===== src/rtl/spi_eng_pkg.sv =====
package spi_eng_pkg;

   // Transfer options captured when a start is accepted
   typedef struct packed {
      logic lsb_first;
      logic drv_fall;
      logic smp_fall;
   } xfer_mode_t;

   // True when the coming SCLK edge is the one selected by on_fall
   function automatic logic edge_hit(input logic rising, input logic on_fall);
      return rising ^ on_fall;
   endfunction

endpackage


===== src/rtl/spi_eng_clkdiv.sv =====
module spi_eng_clkdiv #(
   parameter int DIV_W = 16
) (
   input  logic             clk,
   input  logic             rst_n,
   input  logic             run_i,
   input  logic [DIV_W-1:0] div_i,
   output logic             tick_o,
   output logic             rising_o,
   output logic             sclk_o
);

   logic [DIV_W-1:0] cnt_q;
   logic             sclk_q;

   always_ff @(posedge clk or negedge rst_n) begin
      if (!rst_n) begin
         cnt_q  <= '0;
         sclk_q <= 1'b0;
      end else if (!run_i) begin
         cnt_q  <= '0;
         sclk_q <= 1'b0;
      end else if (cnt_q == div_i) begin
         cnt_q  <= '0;
         sclk_q <= ~sclk_q;
      end else begin
         cnt_q  <= cnt_q + DIV_W'(1);
      end
   end

   assign tick_o   = run_i && (cnt_q == div_i);
   assign rising_o = ~sclk_q;
   assign sclk_o   = sclk_q;

endmodule


===== src/rtl/spi_eng_shreg.sv =====
module spi_eng_shreg #(
   parameter int MAX_BITS = 64,
   parameter int LANE_W   = 32,
   parameter int IDX_W    = 2,
   localparam int CNT_W   = $clog2(MAX_BITS + 1),
   localparam int PTR_W   = $clog2(MAX_BITS),
   localparam int NLANES  = MAX_BITS / LANE_W
) (
   input  logic                clk,
   input  logic                rst_n,
   input  logic                load_i,
   input  logic [CNT_W-1:0]    n_now_i,
   input  logic                lsb_now_i,
   input  logic [CNT_W-1:0]    n_run_i,
   input  logic                lsb_run_i,
   input  logic                smp_i,
   input  logic                drv_i,
   input  logic                miso_i,
   input  logic                wr_i,
   input  logic [IDX_W-1:0]    wr_idx_i,
   input  logic [LANE_W-1:0]   wr_data_i,
   output logic [MAX_BITS-1:0] word_o,
   output logic                mosi_o
);

   logic [MAX_BITS-1:0] sreg;
   logic [CNT_W-1:0]    tx_q, rx_q, tx_nx;
   logic                mosi_q;
   logic [NLANES-1:0]   lane_hit;

   // Position of the k-th bit on the line within an n-bit character
   function automatic logic [PTR_W-1:0] slot(input logic [CNT_W-1:0] k,
                                             input logic [CNT_W-1:0] n,
                                             input logic lsb);
      logic [CNT_W-1:0] p;
      p = lsb ? k : (n - k - CNT_W'(1));
      return p[PTR_W-1:0];
   endfunction

   for (genvar g = 0; g < NLANES; g++) begin : g_lane
      assign lane_hit[g] = wr_i && (wr_idx_i == IDX_W'(g));
   end

   assign tx_nx = tx_q + CNT_W'(1);

   always_ff @(posedge clk or negedge rst_n) begin
      if (!rst_n) begin
         sreg   <= '0;
         tx_q   <= '0;
         rx_q   <= '0;
         mosi_q <= 1'b0;
      end else if (load_i) begin
         tx_q   <= '0;
         rx_q   <= '0;
         mosi_q <= sreg[slot('0, n_now_i, lsb_now_i)];
      end else if (wr_i) begin
         for (int l = 0; l < NLANES; l++) begin
            if (lane_hit[l]) sreg[l*LANE_W +: LANE_W] <= wr_data_i;
         end
      end else begin
         if (smp_i) begin
            sreg[slot(rx_q, n_run_i, lsb_run_i)] <= miso_i;
            rx_q <= rx_q + CNT_W'(1);
         end
         if (drv_i && (tx_q < rx_q)) begin
            tx_q <= tx_nx;
            if (tx_nx < n_run_i) mosi_q <= sreg[slot(tx_nx, n_run_i, lsb_run_i)];
         end
      end
   end

   assign word_o = sreg;
   assign mosi_o = mosi_q;

endmodule


===== src/rtl/spi_shift_engine.sv =====
module spi_shift_engine #(
   parameter int MAX_BITS = 64,
   parameter int LANE_W   = 32,
   parameter int IDX_W    = 2,
   parameter int LEN_W    = 7,
   parameter int DIV_W    = 16
) (
   input  logic                clk,
   input  logic                rst_n,
   input  logic                start_i,
   input  logic [LEN_W-1:0]    char_len_i,
   input  logic                lsb_first_i,
   input  logic                drv_fall_i,
   input  logic                smp_fall_i,
   input  logic [DIV_W-1:0]    div_i,
   input  logic                wr_en_i,
   input  logic [IDX_W-1:0]    wr_idx_i,
   input  logic [LANE_W-1:0]   wr_data_i,
   input  logic                miso_i,
   output logic                sclk_o,
   output logic                mosi_o,
   output logic                busy_o,
   output logic                done_o,
   output logic [MAX_BITS-1:0] rx_word_o
);
   import spi_eng_pkg::*;

   localparam int CNT_W  = $clog2(MAX_BITS + 1);
   localparam int NLANES = MAX_BITS / LANE_W;
   localparam int EDG_W  = CNT_W + 1;

   if (MAX_BITS % LANE_W != 0) begin : g_bad_lanes
      $error("word width must be a whole number of lanes");
   end
   if (NLANES > (1 << IDX_W)) begin : g_bad_index
      $error("lane index too narrow for the word");
   end
   if ((1 << LEN_W) < MAX_BITS) begin : g_bad_len
      $error("length field cannot express the word width");
   end

   logic             busy_q, done_q;
   logic [CNT_W-1:0] n_q, n_now;
   logic [DIV_W-1:0] div_q;
   xfer_mode_t       mode_q;
   logic [EDG_W-1:0] edge_q, last_idx;
   logic             tick, rising, start_ok, wr_ok, drv_stb, smp_stb, fin;

   always_comb begin
      if (char_len_i == '0 || int'(char_len_i) > MAX_BITS) n_now = CNT_W'(MAX_BITS);
      else                                                n_now = CNT_W'(char_len_i);
   end

   assign start_ok = start_i & ~busy_q;
   assign wr_ok    = wr_en_i & ~busy_q & ~start_i;
   assign last_idx = {n_q, 1'b0} - EDG_W'(1);
   assign fin      = tick && (edge_q == last_idx);
   assign drv_stb  = tick & edge_hit(rising, mode_q.drv_fall);
   assign smp_stb  = tick & edge_hit(rising, mode_q.smp_fall);

   always_ff @(posedge clk or negedge rst_n) begin
      if (!rst_n) begin
         busy_q <= 1'b0;
         done_q <= 1'b0;
         edge_q <= '0;
         n_q    <= '0;
         div_q  <= '0;
         mode_q <= '0;
      end else begin
         done_q <= fin;
         if (start_ok) begin
            busy_q <= 1'b1;
            edge_q <= '0;
            n_q    <= n_now;
            div_q  <= div_i;
            mode_q <= '{lsb_first: lsb_first_i, drv_fall: drv_fall_i, smp_fall: smp_fall_i};
         end else if (fin) begin
            busy_q <= 1'b0;
         end else if (tick) begin
            edge_q <= edge_q + EDG_W'(1);
         end
      end
   end

   spi_eng_clkdiv #(.DIV_W(DIV_W)) u_div (
      .clk     (clk),
      .rst_n   (rst_n),
      .run_i   (busy_q),
      .div_i   (div_q),
      .tick_o  (tick),
      .rising_o(rising),
      .sclk_o  (sclk_o)
   );

   spi_eng_shreg #(.MAX_BITS(MAX_BITS), .LANE_W(LANE_W), .IDX_W(IDX_W)) u_sr (
      .clk      (clk),
      .rst_n    (rst_n),
      .load_i   (start_ok),
      .n_now_i  (n_now),
      .lsb_now_i(lsb_first_i),
      .n_run_i  (n_q),
      .lsb_run_i(mode_q.lsb_first),
      .smp_i    (smp_stb),
      .drv_i    (drv_stb),
      .miso_i   (miso_i),
      .wr_i     (wr_ok),
      .wr_idx_i (wr_idx_i),
      .wr_data_i(wr_data_i),
      .word_o   (rx_word_o),
      .mosi_o   (mosi_o)
   );

   assign busy_o = busy_q;
   assign done_o = done_q;

endmodule


===== config.mk =====
export PLATFORM = sky130hd
export DESIGN_NAME = spi_shift_engine
export DESIGN_NICKNAME = d
export VERILOG_FILES = /design/src/rtl/spi_eng_pkg.sv /design/src/rtl/spi_eng_clkdiv.sv /design/src/rtl/spi_eng_shreg.sv /design/src/rtl/spi_shift_engine.sv
export SDC_FILE = /design/constraint.sdc
export NUM_CORES = 1
export LEC_CHECK = 0
export BUFFER_PORTS_ARGS = -buffer_cell sky130_fd_sc_hd__clkbuf_2
export CAP_MARGIN = 20
export CORE_MARGIN = 8
export CORE_UTILIZATION = 46
export CTS_CLUSTER_SIZE = 25
export DETAILED_ROUTE_END_ITERATION = 7
export GPL_ROUTABILITY_DRIVEN = 0
export PLACE_DENSITY = 0.72
export REMOVE_ABC_BUFFERS = 1
export SLEW_MARGIN = 20
export SYNTH_ARGS = -nofsm -noshare
export SYNTH_HDL_FRONTEND = slang
export SYNTH_SLANG_ARGS = --single-unit

===== constraint.sdc =====
create_clock -name clk -period 5.13 [get_ports clk]
set_input_delay 0.7695 -clock clk [delete_from_list [all_inputs] [get_ports clk]]
set_output_delay 0.7695 -clock clk [all_outputs]
set_load 0.02 [all_outputs]

# [Word-level counts from Yosys, hierarchy flattened]
# Index checks and enable logic that the tools add are counted.
[word_totals] inputBits=65 output_inout_bits=68 wordCells=106 register_bits=132
[op_classes] eq_ne=8 addsub=10 n_lt_le_gt_ge=7 mux=34 n_reduce_logical=21 bitwise=11
[op_table] operator="64-bit 2-to-1 mux" count=2
[op_table] operator="64-bit bitwise mux" count=1
[op_table] operator="32-bit 2-to-1 mux" count=2
[op_table] operator="7-bit 2-to-1 mux" count=7
[op_table] operator="16-bit 2-to-1 mux" count=2
[op_table] operator="8-bit 2-to-1 mux" count=3
[op_table] operator="6-bit by 7-bit less-than comparator with 1-bit output, second input constant" count=3
[op_table] operator="6-bit 2-to-1 mux" count=3
[op_table] operator="6-bit by 1-bit subtractor with 6-bit output, second input constant" count=3
[op_table] operator="16-bit by 1-bit adder with 16-bit output, second input constant" count=1
[op_table] operator="16-bit == test" count=1
[op_table] operator="7-bit by 1-bit adder with 7-bit output, second input constant" count=2
[op_table] operator="7-bit less-than comparator" count=2
[op_table] operator="1-bit binary-select mux with 6-bit select" count=2
[op_table] operator="2-bit nonzero test" count=6
[op_table] operator="6-bit subtractor" count=2
[op_table] operator="1-bit 2-to-1 mux" count=11
[op_table] operator="3-bit AND reduction" count=3
[op_table] operator="8-bit by 1-bit adder with 8-bit output, second input constant" count=1
[op_table] operator="8-bit == test" count=1
[op_table] operator="2-bit != test, second input constant" count=4
[op_table] operator="8-bit by 1-bit subtractor with 8-bit output, second input constant" count=1
[op_table] operator="7-bit greater-than comparator, second input constant" count=1
[op_table] operator="7-bit logical NOT" count=1
[op_table] operator="11 further kinds" count=26

# [Logic depth before layout (Yosys ltp)]
# Gate-level depths: netlist (run 1).
[logic_depth] ltp_word=10 depth_mapped=13 ltp_nobuf=13

# [Cells and area by module]
# Synthesis (run 1) repeated with hierarchy kept, for this count alone.
[hier_totals] hier_cells=980 area_unflattened_um2=9111.2
[modules_own_cells] mod="spi_eng_shreg" instances=1 seq_area_each_um2=1976.9 area_per_inst_um2=6347.3 cells_each=686
[modules_own_cells] mod="spi_shift_engine" instances=1 seq_area_each_um2=900.9 area_per_inst_um2=1765.4 cells_each=190
[modules_own_cells] mod="spi_eng_clkdiv" instances=1 seq_area_each_um2=425.4 area_per_inst_um2=998.5 cells_each=104

# [Least setup slack after synthesis (run 1)]
# OpenSTA, ideal clock, no wires.
[synth_timing] kind="input to register" start="in char_len_i[0]" end="reg u_sr.mosi_q, in the netlist u_sr.mosi_o" slack_ps=1784 arrival_ps=3209 path_buffers=2 path_stages=11 setup_ps=137 required_time_ps=4993 cell_sequence="nor2b_1 -> clkbuf_1 -> inv_1 -> clkbuf_1 -> ha_1 -> xnor2_1 -> mux4_2 -> mux2i_1 -> o2111ai_1 -> a41oi_1 -> a21oi_1"
[synth_via] elab_chain_len=8 word_cells_on_any_way=9
[synth_rtl] item="start: declaration" line_no="spi_shift_engine.sv:11" rtl="input logic [LEN_W-1:0] char_len_i,"
[synth_rtl] item="7-bit greater-than comparator or 7-bit logical NOT (tied branches)" line_no="spi_shift_engine.sv:50" rtl="if (char_len_i == '0 || int'(char_len_i) > MAX_BITS) n_now = CNT_W'(MAX_BITS);"
[synth_rtl] item="1-bit logical OR" line_no="spi_shift_engine.sv:50"
[synth_rtl] item="7-bit 2-to-1 mux (*)" line_no="spi_shift_engine.sv:50"
[synth_rtl] item="6-bit by 1-bit subtractor with 6-bit output (*)" line_no="spi_eng_shreg.sv:36" rtl="p = lsb ? k : (n - k - CNT_W'(1));"
[synth_rtl] item="6-bit 2-to-1 mux (*)" line_no="spi_eng_shreg.sv:36"
[synth_rtl] item="1-bit binary-select mux with 6-bit select (*)" line_no="spi_eng_shreg.sv:55" rtl="mosi_q <= sreg[slot('0, n_now_i, lsb_now_i)];"
[synth_rtl] item="1-bit 2-to-1 mux (implied by the code) (*)" line_no="spi_eng_shreg.sv:55"
[synth_rtl] item="1-bit 2-to-1 mux (*)" line_no="spi_eng_shreg.sv:52" rtl="end else if (load_i) begin"
[synth_rtl] item="end signal: assignment" line_no="spi_eng_shreg.sv:55"
[synth_rtl] item="end signal: assignment" line_no="spi_eng_shreg.sv:67" rtl="if (tx_nx < n_run_i) mosi_q <= sreg[slot(tx_nx, n_run_i, lsb_run_i)];"
[synth_rtl] item="end: declaration" line_no="spi_eng_shreg.sv:28" rtl="logic mosi_q;"
# Mark *: on every way between the ends. The rest lies on a longest branch, timed or not. The select of a mux whose other input is x is not followed.
# A chain may end at the register's enable or synchronous reset.

# [Final worst setup path (run 1)]
[layout_timing] start="reg u_sr.tx_q[0]" end="reg u_sr.mosi_q, in the netlist u_sr.mosi_o"
[layout_via] elab_chain_len=10 word_cells_on_any_way=16
[layout_rtl] item="start: declaration" line_no="spi_eng_shreg.sv:27" rtl="logic [CNT_W-1:0] tx_q, rx_q, tx_nx;"
[layout_rtl] item="start signal: assignment" line_no="spi_eng_shreg.sv:66" rtl="tx_q <= tx_nx;"
[layout_rtl] item="7-bit by 1-bit adder with 7-bit output" line_no="spi_eng_shreg.sv:44" rtl="assign tx_nx = tx_q + CNT_W'(1);"
[layout_rtl] item="6-bit subtractor" line_no="spi_eng_shreg.sv:36"
[layout_rtl] item="6-bit by 1-bit subtractor with 6-bit output" line_no="spi_eng_shreg.sv:36"
[layout_rtl] item="6-bit 2-to-1 mux" line_no="spi_eng_shreg.sv:36"
[layout_rtl] item="1-bit binary-select mux with 6-bit select" line_no="spi_eng_shreg.sv:67"
[layout_rtl] item="1-bit 2-to-1 mux (implied by the code)" line_no="spi_eng_shreg.sv:67"
[layout_rtl] item="1-bit 2-to-1 mux" line_no="spi_eng_shreg.sv:67"
[layout_rtl] item="1-bit 2-to-1 mux" line_no="spi_eng_shreg.sv:65" rtl="if (drv_i && (tx_q < rx_q)) begin"
[layout_rtl] item="1-bit 2-to-1 mux" line_no="spi_eng_shreg.sv:56" rtl="end else if (wr_i) begin"
[layout_rtl] item="1-bit 2-to-1 mux" line_no="spi_eng_shreg.sv:52"
# Several ways; a longest one is shown, not always the timed one. The select of a mux whose other input is x is not followed.

==> results.yml, run 1 <==
setup_path:
  cp-end-kind: "register"
  path_max_fanout: 8
  worstPathRequired_ps: 5430
  path_class: "register to register"
  critPathArrivalTime_ps: 3900
  start_kind: "register"
grt:
  grt_max_degree: 100
  grt_pass1_wl_um: 45000
  met3_usage: 0.0688
  grt_overflow: 0
  busiest_layer: "met2"
  antenna_found_initial: 0
  grt_pass1_vias: 7967
  use_met2: 0.390
  grt_use_total: 0.243
  globalRouteMet1Util: 0.308
clock_tree:
  cts_hold_buf: 0
  post_cts_resized: 0
  post-cts-setup-buffers: 0
  htreeDepth: 4
  clkLatencyLatePin_ps: 440
  cts_buffers: 17
  clock_path_buffers: 2
  cts.sinks: 132
  clk_pin_slew_ps: 60
  tritoncts: "built"
  cts_root_buffer: "clkbuf_16"
timing:
  finalCriticalPeriod_ps: 3600
  rsz0062_at_grt: "false"
  setup_viol: 0
  setup_tns_ps: 0
  worst_slew_pin_slew_ps: 1140
  hold_viol_final: 0
  period_share: 0.701
  clock.fmax_mhz: 278
  clock_skew_ps: 10.9
  finalMaxSlewViolations: 0
  max-slew-margin-rel: 0.238
logic_synthesis:
  ys.warnings.count: 0
  yosysTopAreaCell: "dfrtp_1"
  yosysTopAreaCellShare: 0.383
  ys_ff_latch: 132
  synth_top_family_by_area: "compound AO/OA/AOI/OAI gates"
  synth_cell_types: 67
  synthFlopType: "dfrtp_1"
  synth_area_leaders: "dfrtp_1 (38%), o21ai_0 (9.8%), a22oi_1 (5.6%)"
  synthSimpleGateAreaFrac: 0.156
  async_reset_ff_frac: 1.00
  synth-seq-area-share: 0.383
  muxShareOfSynthArea: 0.0905
  synth_xor_area_frac: 0.0724
  synth_edf_count: 0
  syn_area_mm2: 0.00863
  synth_fa_ha_area_frac: 0.0452
  postSynthAreaPerCell_um2: 9.18
  synth_compound_area_frac: 0.221
  netlist_instances: 940
finish:
  antennaDiodeCount: 0
  syn2layout_area_growth_pct: 17.6
  final_net_count: 1158
  final_cells: 1310
  fin_area_mm2: 0.0102
  drive_above_1_share: 0.196
min_path:
  min_path_type: "input pin to async pin"
pwr:
  ir_worst_vdd_mv: 0.219
  p_per_area_mw_per_mm2: 354
  leakage_nw: 4.42
placed_design:
  dp.cells: 1278
  postPlaceCellArea_mm2: 0.00951
  port_buffers: 132
  hpwl_um: 21500
route:
  firstDrtPassIters: 6
  drc: 0
  drt_first_iter_violations: 779
  wl_um: 28700
  vias: 8217
  via_per_inst: 6.27
  ant_nets: 0
  wl_per_cell_um: 21.9
die:
  ios: 133
  die_w_um: 153
  die-area_mm2: 0.0234
  core_mm2: 0.0186
  floorplan.die.height_um: 153
  initial_core_util: 0.464
  rows: 50
run_status:
  status: "complete, no violations"
run:
  maxCapViolCount: 0
-- final cells by class --
cell class,instances,area (µm²)
fillers,1667,8430
multi-input cells,742,5060
flip-flops and latches,132,3300
repair buffers,145,764
clock buffers,19,443
well taps,234,293
clock inverters,13,194
inverters,25,93.8
-- synth_stat cells (2+ instances only) --
cell type / instances
and2_1: 3
a21oi_2: 2
inv_1: 24
xnor2_2: 2
ha_1: 28
and4_1: 2
o211ai_1: 9
mux4_2: 13
o21ai_0: 169
nor2_1: 65
mux2i_2: 2
dfrtp_1: 132
nand3_1: 31
a21o_1: 7
xor2_1: 18
a41oi_1: 2
a311oi_1: 6
and3_1: 6
buf_2: 7
nand2_1: 114
mux2i_1: 28
clkbuf_1: 26
nor3_1: 7
xnor2_1: 47
nor4_1: 3
a21oi_1: 14
nand2_2: 2
nand3b_1: 3
a22oi_1: 64
nor2b_1: 13
buf_6: 2
fa_1: 2
nand2b_1: 6
o221ai_1: 3
nor4b_1: 2
or3_1: 10
nor3b_1: 3
buf_1: 3
o21a_1: 6
mux4_1: 6
nand4_1: 10
a31oi_1: 5
buf_4: 2
o21ai_1: 8
-- routing by layer --
metal  vias up  share of wire
li1       3695              -
met1      3959           0.41
met2       485           0.47
met3        78           0.10
met4         0          0.028
met5         -              0
-- critical path, cell delays in order, from the launching register on --
cell	delay, ps
dfrtp_1	470
ha_1	280
xnor2_1	410
inv_1	90
ha_1	350
xnor2_1	170
nor2_1	70
a21oi_2	580
mux2i_1	390
mux2i_1	130
mux2i_1	160
mux2i_1	100
mux2i_1	160
a21oi_1	90
-- flip-flops by register name, summed over array words and instances, names as in the netlist --
name and flops:
u_sr.tx_q 7, u_div.cnt_q 16, done_o 1, div_q 16
edge_q 8, n_q 7, busy_o 1, u_sr.rx_q 7
mode_q 3, u_div.sclk_o 1, u_sr.word_o 64, u_sr.mosi_o 1
-- power breakdown --
part / switching [mW] / internal, mW
Sequential: 0.137 / 1.13
Clock: 0.506 / 0.834
Combinational: 0.592 / 0.395
Total: 1.23 / 2.36
-- logic make-up (layout without fill, tap and decap cells) --
family | Yosys count | after routing
AO/OA/AOI/OAI | 308 | 308
flip-flops | 132 | 132
XOR/XNOR | 68 | 68
AND/OR/NAND/NOR | 286 | 286
multiplexers | 50 | 50
buffers and inverters | 66 | 202
adder cells (fa/ha/maj) | 30 | 30
-- worst paths after layout --
check / end / cells past startpoint / startpoint / slack, ps
max in group asynchronous: u_div.cnt_q[2]$_DFF_PN0_ / 2 / rst_n / 3630
worst min register to register: div_q[6]$_DFFE_PN0P_ / 2 / div_q[6]$_DFFE_PN0P_ / 500
worst max register to register: u_sr.mosi_o$_DFFE_PN0P_ / 13 / u_sr.tx_q[0]$_DFFE_PN0P_ / 1530
worst max-delay path: u_sr.mosi_o$_DFFE_PN0P_ / 13 / u_sr.tx_q[0]$_DFFE_PN0P_ / 1530
min in group clk: div_q[6]$_DFFE_PN0P_ / 2 / div_q[6]$_DFFE_PN0P_ / 500
worst min-delay path: edge_q[0]$_DFFE_PN0P_ / 1 / rst_n / 440
-- layout by cell type (no fill, tap or decap), drive strengths merged, types with 29 or more instances in the layout --
cell type  instances
inv               29
dfrtp            132
nor2              65
a22oi             64
clkbuf           150
xnor2             49
nand2            116
nand3             31
mux2i             31
o21ai            178
-- metrics by stage --
| stage | util | setup WS, ps | power [mW] | hold slack [ps] |
|---|---|---|---|---|
| final | 0.546 | 1530 | 3.60 | 437 |
| after global routing | 0.546 | 1280 | 3.75 | 510 |
| after CTS | 0.546 | 1470 | 3.59 | 483 |
| after detailed placement | 0.512 | 1410 | 2.25 | 485 |
| after global placement | 0.512 | 1460 | 2.23 | 483 |
| after floorplan | - | 1230 | 1.91 | 467 |
Note: power is estimated with default switching activity, not from simulation.
==> inputs of run 2 (changes only) <==
--- a/config.mk
+++ b/config.mk
@@ -12,7 +12,7 @@
 export CTS_CLUSTER_SIZE = 25
 export DETAILED_ROUTE_END_ITERATION = 7
 export GPL_ROUTABILITY_DRIVEN = 0
-export PLACE_DENSITY = 0.72
+export PLACE_DENSITY = 0.74
 export REMOVE_ABC_BUFFERS = 1
 export SLEW_MARGIN = 20
 export SYNTH_ARGS = -nofsm -noshare
==> constraint.sdc (replaced) <==
create_clock -name clk -period 3.3 [get_ports clk]
set_input_delay 0.495 -clock clk [delete_from_list [all_inputs] [get_ports clk]]
set_output_delay 0.495 -clock clk [all_outputs]
set_load 0.02 [all_outputs]
==> run 2 against run 1 <==
Against the previous run:
- sequential share of layout area is 0.59 points lower
- combinational power is 66% higher
- via count is 2.6% higher
- clock power is 51% higher
- routed wire length is 4.5% higher
- sequential power is 54% higher
- clock skew is 1.0 ps lower
- setup slack worse by 1400 ps
- total power is 56% higher
- die area stayed put
- register-to-register slack worse by 1400 ps
- fmax is 15% higher
==> results.yml, run 2 (synthesis results as in run 1) <==
die:
  die-area_mm2: 0.0234
  ios: 133
  core_mm2: 0.0186
  rows: 50
  floorplan.die.height_um: 153
  die_w_um: 153
  initial_core_util: 0.464
clock_tree:
  clock_path_buffers: 2
  tritoncts: "built"
  cts.sinks: 132
  cts_buffers: 17
  cts_hold_buf: 0
  clk_pin_slew_ps: 60
  htreeDepth: 4
  cts_root_buffer: "clkbuf_16"
  clkLatencyLatePin_ps: 430
finish:
  multi_input_area_mm2: 0.00505
  largest_register_ff_count: 64
  fill_cells: 1653
  final_net_count: 1186
  syn2layout_area_growth_pct: 19.8
  drive_above_1_share: 0.217
  final_common_cell: "o21ai_0"
  antennaDiodeCount: 0
  seq_area_mm2: 0.00330
  layout_common_cells: "o21ai_0 (169), dfrtp_1 (132), clkbuf_2 (131)"
placed_design:
  port_buffers: 132
  hpwl_um: 22400
grt:
  grt_pass1_wl_um: 46900
  grt_max_degree: 78
  grt_overflow: 0
  grt_use_total: 0.255
  grt_pass1_vias: 8324
  antenna_found_initial: 1
setup_path:
  critPathArrivalTime_ps: 3410
  r2r_setup_slack_ps: 180
  slowest_delay_ps: 480
  crit_path_frequent_cell: "mux2i_1"
  path_class: "register to register"
  start_kind: "register"
  worstPathRequired_ps: 3590
  cp_slowest_cell: "fa_1"
  cp-end-kind: "register"
  crit_path_cell_trace: "ha_1 > fa_1 > mux2i_2 > buf_4 > mux4_1 > mux2i_1 > mux2i_1 > mux2i_1 > mux2i_1 > mux2i_1 > a21oi_1"
  path_max_fanout: 16
route:
  drt_first_iter_violations: 1006
  firstDrtPassIters: 6
  wl_um: 30100
  vias: 8432
  via_per_inst: 6.30
  drc: 0
  wl_per_cell_um: 22.5
  ant_nets: 0
timing:
  rsz0062_at_grt: "true"
  finalMaxSlewViolations: 0
  clock.fmax_mhz: 321
  period_share: 0.945
  hold_viol_final: 0
  max-slew-margin-rel: 0.418
  clock_skew_ps: 9.93
  worst_slew_pin_slew_ps: 866
  finalCriticalPeriod_ps: 3120
  setup_tns_ps: 0
  setup_viol: 0
pwr:
  p_per_area_mw_per_mm2: 543
  p_clk_frac: 0.360
  p_comb_frac: 0.292
  ir_worst_vdd_mv: 0.404
  leakage_nw: 4.55
  totalPowerFinal_mw: 5.62
  intPower_mw: 3.67
  seqPwrFrac: 0.348
  swShare: 0.347
  power.net_switching_mw: 1.95
run:
  maxCapViolCount: 0
run_status:
  status: "complete, no violations"
min_path:
  min_path_type: "input pin to async pin"
==> run 2: changes by cell type in the layout (fill, tap and decap cells not counted), sizes merged <==
cell	before	now
buf	14	42
clkinv	4	6
inv	29	27
bufinv	4	3
clkinvlp	1	2
==> run 2: layout make-up <==
| cell class | instances | share of cell area |
|---|---|---|
| clock buffer | 19 | 0.0438 |
| multi-input combinational | 742 | 0.489 |
| timing repair buffer | 173 | 0.0943 |
| tap | 234 | 0.0283 |
| inverter | 25 | 0.00907 |
| sequential | 132 | 0.319 |
| clock inverter | 13 | 0.0166 |
==> run 2: worst paths after layout <==
path                                               endpoint  cells past startpoint                      from
worst max-delay path                u_sr.mosi_o$_DFFE_PN0P_                     11  u_sr.tx_q[0]$_DFFE_PN0P_
min in group clk                       div_q[7]$_DFFE_PN0P_                      3                  div_i[7]
worst min register to register         div_q[1]$_DFFE_PN0P_                      2      div_q[1]$_DFFE_PN0P_
worst min-delay path                  edge_q[5]$_DFFE_PN0P_                      1                     rst_n
worst max register to register      u_sr.mosi_o$_DFFE_PN0P_                     11  u_sr.tx_q[0]$_DFFE_PN0P_
max in group asynchronous       u_sr.word_o[18]$_DFFE_PN0P_                      2                     rst_n
==> run 2: repair_timing <==
| item | 4_1_cts | 5_1_grt |
|---|---|---|
| hold endpoints to repair | 0 | 0 |
| resized for setup | 0 | 0 |
| setup endpoints to repair | 0 | 1 |
| setup buffers | 0 | 0 |
==> run 2: worst max-delay path: cells and delay by family (launching register included) <==
family / cells / cell delay, ps
DFF: 1 / 450
adders and majority gates: 2 / 860
muxes: 7 / 1290
AOI/OAI and AO/OA: 1 / 80
buffers and inverters: 1 / 290
==> run 2: metrics by stage <==
step | area (µm²) | utilization | worst slack (ps) | cells | hold WS (ps)
2_1_floorplan | 8440 | - | -321 | 899 | 199
3_3_place_gp | 9720 | 0.523 | 375 | 1306 | 483
3_5_place_dp | 9720 | 0.523 | 231 | 1306 | 488
4_1_cts | 10300 | 0.557 | 215 | 1338 | 126
5_1_grt | 10300 | 0.557 | -14.6 | 1338 | 149
6_report | 10300 | 0.557 | 181 | 1338 | 63.4
==> run 2: routing by layer <==
| layer | routed length, µm | track usage |
|---|---|---|
| met3 | 3250 | 0.0750 |
| met5 | 13 | 0 |
| met1 | 12000 | 0.322 |
| met2 | 13700 | 0.398 |
| met4 | 1090 | 0.111 |
==> run 2: power groups by stage <==
stage          combinational, mW  clock [mW]  sequential, mW
2_1_floorplan              0.996           0            1.98
3_3_place_gp                1.56           0            1.97
3_5_place_dp                1.59           0            1.98
4_1_cts                     1.61        2.04            1.95
5_1_grt                     1.77        2.11            1.97
6_report                    1.64        2.02            1.96
